### src/rtl/bcd_cal_pkg.sv
`timescale 1ns/1ps
package bcd_cal_pkg;
  localparam int DIGIT_W = 4;
  localparam int FIELD_W = 2 * DIGIT_W;
  localparam int WDAY_W  = 3;
  localparam int WDAY_LAST = 6;

  typedef logic [FIELD_W-1:0] bcd_t;
  typedef logic [WDAY_W-1:0]  wday_t;

  typedef struct packed {
    bcd_t  sec;
    bcd_t  min;
    bcd_t  hour;
    bcd_t  day;
    wday_t wday;
    bcd_t  month;
    bcd_t  year;
  } cal_t;

  localparam cal_t CAL_RESET = '{sec: 8'h00, min: 8'h00, hour: 8'h00,
                                 day: 8'h01, wday: 3'd0, month: 8'h01,
                                 year: 8'h00};

  // two BCD digits to a binary value 0..99
  function automatic logic [6:0] bcd_to_bin(input bcd_t v);
    logic [6:0] tens;
    logic [6:0] units;
    tens  = {3'b000, v[FIELD_W-1:DIGIT_W]};
    units = {3'b000, v[DIGIT_W-1:0]};
    return (tens << 3) + (tens << 1) + units;
  endfunction
endpackage

### src/rtl/bcd_pair_counter.sv
`timescale 1ns/1ps
module bcd_pair_counter #(
  parameter int DIGIT_W = 4,
  localparam int FW = 2 * DIGIT_W
) (
  input  logic          en,
  input  logic [FW-1:0] cur,
  input  logic [FW-1:0] limit,
  input  logic [FW-1:0] wrap_val,
  output logic [FW-1:0] nxt,
  output logic          carry
);
  localparam logic [DIGIT_W-1:0] NINE = DIGIT_W'(9);

  logic at_lim;

  always_comb begin
    at_lim = (cur >= limit);
    carry  = en & at_lim;
    if (!en) begin
      nxt = cur;
    end else if (at_lim) begin
      nxt = wrap_val;
    end else if (cur[DIGIT_W-1:0] >= NINE) begin
      nxt = {cur[FW-1:DIGIT_W] + DIGIT_W'(1), {DIGIT_W{1'b0}}};
    end else begin
      nxt = cur + FW'(1);
    end
  end
endmodule

### src/rtl/bcd_month_len.sv
`timescale 1ns/1ps
module bcd_month_len
  import bcd_cal_pkg::*;
(
  input  bcd_t month,
  input  bcd_t year,
  output bcd_t last_day
);
  logic [6:0] mon_bin;
  logic [6:0] yr_bin;
  logic       leap;

  always_comb begin
    mon_bin = bcd_to_bin(month);
    yr_bin  = bcd_to_bin(year);
    leap    = (yr_bin[1:0] == 2'b00);
    case (mon_bin)
      7'd2:                     last_day = leap ? 8'h29 : 8'h28;
      7'd4, 7'd6, 7'd9, 7'd11:  last_day = 8'h30;
      default:                  last_day = 8'h31;
    endcase
  end
endmodule

### src/rtl/rst_sync_n.sv
`timescale 1ns/1ps
module rst_sync_n #(
  parameter int STAGES = 2
) (
  input  logic clk,
  input  logic rst_n,
  output logic rst_sync
);
  logic [STAGES-1:0] chain_q;

  always_ff @(posedge clk or negedge rst_n) begin
    if (!rst_n) chain_q <= '0;
    else        chain_q <= {chain_q[STAGES-2:0], 1'b1};
  end

  assign rst_sync = chain_q[STAGES-1];
endmodule

### src/rtl/bcd_calendar_counter.sv
`timescale 1ns/1ps
module bcd_calendar_counter
  import bcd_cal_pkg::*;
(
  input  logic       clk,
  input  logic       rst_n,
  input  logic       tick,
  input  logic       load,
  input  logic [7:0] ld_sec,
  input  logic [7:0] ld_min,
  input  logic [7:0] ld_hour,
  input  logic [7:0] ld_day,
  input  logic [2:0] ld_wday,
  input  logic [7:0] ld_month,
  input  logic [7:0] ld_year,
  output logic [7:0] sec,
  output logic [7:0] min,
  output logic [7:0] hour,
  output logic [7:0] day,
  output logic [2:0] wday,
  output logic [7:0] month,
  output logic [7:0] year
);
  logic rst_int_n;
  cal_t cal_q, cal_d, cal_adv, cal_ld;
  bcd_t month_last;
  logic sec_c, min_c, hour_c, day_c, month_c, year_c;

  rst_sync_n #(.STAGES(2)) u_rst (
    .clk(clk), .rst_n(rst_n), .rst_sync(rst_int_n)
  );

  bcd_month_len u_mlen (
    .month(cal_q.month), .year(cal_q.year), .last_day(month_last)
  );

  bcd_pair_counter #(.DIGIT_W(DIGIT_W)) u_sec (
    .en(tick), .cur(cal_q.sec), .limit(8'h59), .wrap_val(8'h00),
    .nxt(cal_adv.sec), .carry(sec_c)
  );
  bcd_pair_counter #(.DIGIT_W(DIGIT_W)) u_min (
    .en(sec_c), .cur(cal_q.min), .limit(8'h59), .wrap_val(8'h00),
    .nxt(cal_adv.min), .carry(min_c)
  );
  bcd_pair_counter #(.DIGIT_W(DIGIT_W)) u_hour (
    .en(min_c), .cur(cal_q.hour), .limit(8'h23), .wrap_val(8'h00),
    .nxt(cal_adv.hour), .carry(hour_c)
  );
  bcd_pair_counter #(.DIGIT_W(DIGIT_W)) u_day (
    .en(hour_c), .cur(cal_q.day), .limit(month_last), .wrap_val(8'h01),
    .nxt(cal_adv.day), .carry(day_c)
  );
  bcd_pair_counter #(.DIGIT_W(DIGIT_W)) u_month (
    .en(day_c), .cur(cal_q.month), .limit(8'h12), .wrap_val(8'h01),
    .nxt(cal_adv.month), .carry(month_c)
  );
  bcd_pair_counter #(.DIGIT_W(DIGIT_W)) u_year (
    .en(month_c), .cur(cal_q.year), .limit(8'h99), .wrap_val(8'h00),
    .nxt(cal_adv.year), .carry(year_c)
  );

  // weekday follows the day carry
  always_comb begin
    if (!hour_c)                                 cal_adv.wday = cal_q.wday;
    else if (cal_q.wday >= WDAY_W'(WDAY_LAST))   cal_adv.wday = '0;
    else                                         cal_adv.wday = cal_q.wday + WDAY_W'(1);
  end

  always_comb begin
    cal_ld = '{sec: ld_sec, min: ld_min, hour: ld_hour, day: ld_day,
               wday: ld_wday, month: ld_month, year: ld_year};
    if (load) cal_d = cal_ld;
    else      cal_d = cal_adv;
  end

  always_ff @(posedge clk or negedge rst_int_n) begin
    if (!rst_int_n)       cal_q <= CAL_RESET;
    else if (load | tick) cal_q <= cal_d;
  end

  assign sec   = cal_q.sec;
  assign min   = cal_q.min;
  assign hour  = cal_q.hour;
  assign day   = cal_q.day;
  assign wday  = cal_q.wday;
  assign month = cal_q.month;
  assign year  = cal_q.year;

  // the year carry leaves the block unused; kept visible for the checker
  logic year_wrap;
  assign year_wrap = year_c;
endmodule

### config.mk
export PLATFORM = sky130hd
export DESIGN_NAME = bcd_calendar_counter
export DESIGN_NICKNAME = d
export VERILOG_FILES = /design/src/rtl/bcd_cal_pkg.sv /design/src/rtl/bcd_pair_counter.sv /design/src/rtl/bcd_month_len.sv /design/src/rtl/rst_sync_n.sv /design/src/rtl/bcd_calendar_counter.sv
export SDC_FILE = /design/constraint.sdc
export NUM_CORES = 1
export LEC_CHECK = 0
export BUFFER_PORTS_ARGS = -buffer_cell sky130_fd_sc_hd__buf_2
export CAP_MARGIN = 40
export CELL_PAD_IN_SITES_DETAIL_PLACEMENT = 1
export CELL_PAD_IN_SITES_GLOBAL_PLACEMENT = 1
export CORE_MARGIN = 2
export CORE_UTILIZATION = 29
export DETAILED_ROUTE_END_ITERATION = 7
export MAX_ROUTING_LAYER = met4
export PLACE_DENSITY = 0.66
export SETUP_SLACK_MARGIN = 0.3
export SYNTH_ARGS = -nofsm -noshare
export SYNTH_HDL_FRONTEND = slang
export SYNTH_HIERARCHICAL = 1
export SYNTH_SLANG_ARGS = --single-unit
### constraint.sdc
create_clock -name clk -period 1.6 [get_ports clk]
set_input_delay 0.16 -clock clk [delete_from_list [all_inputs] [get_ports clk]]
set_output_delay 0.16 -clock clk [all_outputs]
set_load 0.01 [all_outputs]
==> impl_results.md <==
- Status: finished with violations
- Failing checks: negative setup slack
- Gp weighted congestion: about 0.8
- Leakage: around 4.5 nW
- Layout Cells excl Fill: between 1000 and 1500
- Clock buffer depth: 2
- Power Density: roughly 740 nW/um^2
- Antenna viol nets, final: 0
- Nets: roughly 1200
- Slew @ Worst Pin: about 0.7 ns
- GRT Total Usage: 0.1729
- CTS buffer count: 5
- Avg Synthesized Cell Area: approximately 8.6 sq um
- Final HPWL DP: 13.48 mm
- Drt total wl: 18.91 mm
- Setup TNS Final: -73.87 ns
- Pre-antenna DRT Iters: 4
- Area Overhead vs Synth: 46.95%
- Worst skew pair latency: 0.30 ns
- Final period utilization: 2.480
- Avg Vias per Cell: roughly 4.7
- Max-Cap Viols: 0
- Worst-case reg-to-reg path depth: 19
- Slew HR: 0.5333
- Worst R2R Setup Slack: -2.37 ns
- Die footprint: 22770 sq um
- CP startpoint kind: flip-flop
- Min Tclk post-route: roughly 4.0 ns
- Final Hold Viols: 0
- Gr ovfl total: 0
- Worst Clk Skew: 0.009612 ns
- Die width: 150.9 um
- Layout cell share with drive strength beyond 1: 0.3679
- First-pass GRT wire length: 31.08 mm
- Via count: between 6000 and 7000
- Final setup vio count: 51
- Per-cell routed wire length: roughly 14 um
- Number of fill cells: roughly 2500
- Final core occ: 0.4360
- Number of global-route vias before repair: about 6400
- Slew Limit Fails: 0
- Worst-path clk slew: about 0.08 ns
- Placed cells: ~1300
- Required @ worst endpoint: ~1.8 ns
- DR iter-0 viols: 173
- Fmax: 252.0 MHz
- Setup Crit Path Kind: reg -> reg
- Hold Crit Start: ld_min[5]
- CP arrival: roughly 4.2 ns
- Die height: between 150 and 200 um
- Worst setup path startpoint: month[3]
- RSZ-0062 raised after global routing: true
- Htree depth: 2
- Cells on Worst Hold Path: 3
- # port buffers: ~110
- Initial Util: 0.2967
- Crit end category: flip-flop
- Setup ws final: -2.369 ns
- WHS Endpoint: min[5]
- FF-to-FF Start: month[3]
- Largest net degree at the start of global routing: 52
- IO Count: 106
- CTS tree: built
- Cell count after synthesis: 724
- Critical Path Fanout Max: 8
- Total core area: ~21000 sq um
- R2R Path End: month[7]
- VDD IR max: between 0.3 and 0.4 mV
- Syn. warnings: 6
- Root buf cell: clkbuf_16
- Cell area after synthesis: roughly 6300 sq um
- FP Rows: 53
- Worst hold-check path type: in -> reg
- Initial antenna violation count: 1
- TritonCTS sink count: 53
- Residual DRC: 0
[state kept, by name (all words and copies together) (netlist names)]
register and cells:
day 8, hour 8, min 8, month 8, sec 8, u_rst/chain_q 2
wday 3, year 8
[metrics by stage]
stage | hold slack [ns] | setup slack (ns) | total power [mW] | cell area [sq um]
floorplan | -0.1356 | -2.765 | 3.702 | 6721
global placement | -0.05274 | -2.328 | 4.691 | 8045
detailed placement | -0.05022 | -2.449 | 4.763 | 8045
CTS | 0.05097 | -2.469 | 6.624 | 8886
global route | 0.07892 | -2.589 | 7.300 | 9195
finish | 0.07245 | -2.369 | 6.778 | 9195
[power by group]
group	internal, mW	switching, mW
clock	0.785	0.551
combinational	1.90	1.91
sequential	1.50	0.127
total	4.19	2.59
[worst max-delay path, cell delays in order, from the launching register on]
cell	delay, ns
dfrtp_2	0.42
fa_1	0.58
inv_2	0.05
fa_2	0.54
nor2b_4	0.14
and3b_1	0.18
and4_1	0.19
inv_2	0.05
ha_4	0.15
a211oi_2	0.17
o21ai_2	0.10
a41oi_4	0.14
and2b_2	0.26
buf_4	0.14
buf_8	0.13
buf_4	0.13
a21boi_2	0.14
a2bb2oi_1	0.13
mux2i_1	0.14
o21ai_1	0.08
[area by class of cell]
class,count,area (sq um),share of cell area
clock inverters,1,30.03,0.003266
multi-input cells,644,5094,0.5540
diodes,1,2.502,0.0002721
inverters,76,285.3,0.03102
well taps,275,344.1,0.03742
repair buffers,252,1959,0.2131
clock buffers,7,142.6,0.01551
flip-flops and latches,53,1338,0.1455
[routing by layer]
metal	part of all wire	global-route usage	wire, um	up-vias
met2	0.51	0.3018	9556	62
met1	0.46	0.2193	8765	2957
met5	0	-	0	-
met3	0.023	0.01958	433	7
met4	0.0081	0.02850	153	0
li1	-	-	-	3110
[placed cells by master (no fill, tap or decap), types with 34 or more instances in the layout]
cell type  instances
o21ai_1           58
inv_1             73
mux2i_1           70
ha_1              74
buf_4            106
dfrtp_1           44
conb_1            94
buf_6             34
nand2_1           91
buf_2             96
[worst max path at each step]
stage | endpoint
after floorplan | year[2]
after global placement | year[4]
after detailed placement | year[6]
after CTS | year[4]
after global routing | month[2]
final | month[7]
[what timing repair did]
item | 4_1_cts | 5_1_grt
setup endpoints to repair | 52 | 59
buffers inserted | 33 | 7
resized for setup | 84 | 57
cloned | 2 | 0
endpoints found under the hold margin | 2 | 0
pin swaps | 51 | 37
hold buffers | 1 | 0
No activity file was read; power rests on OpenSTA's default activity.
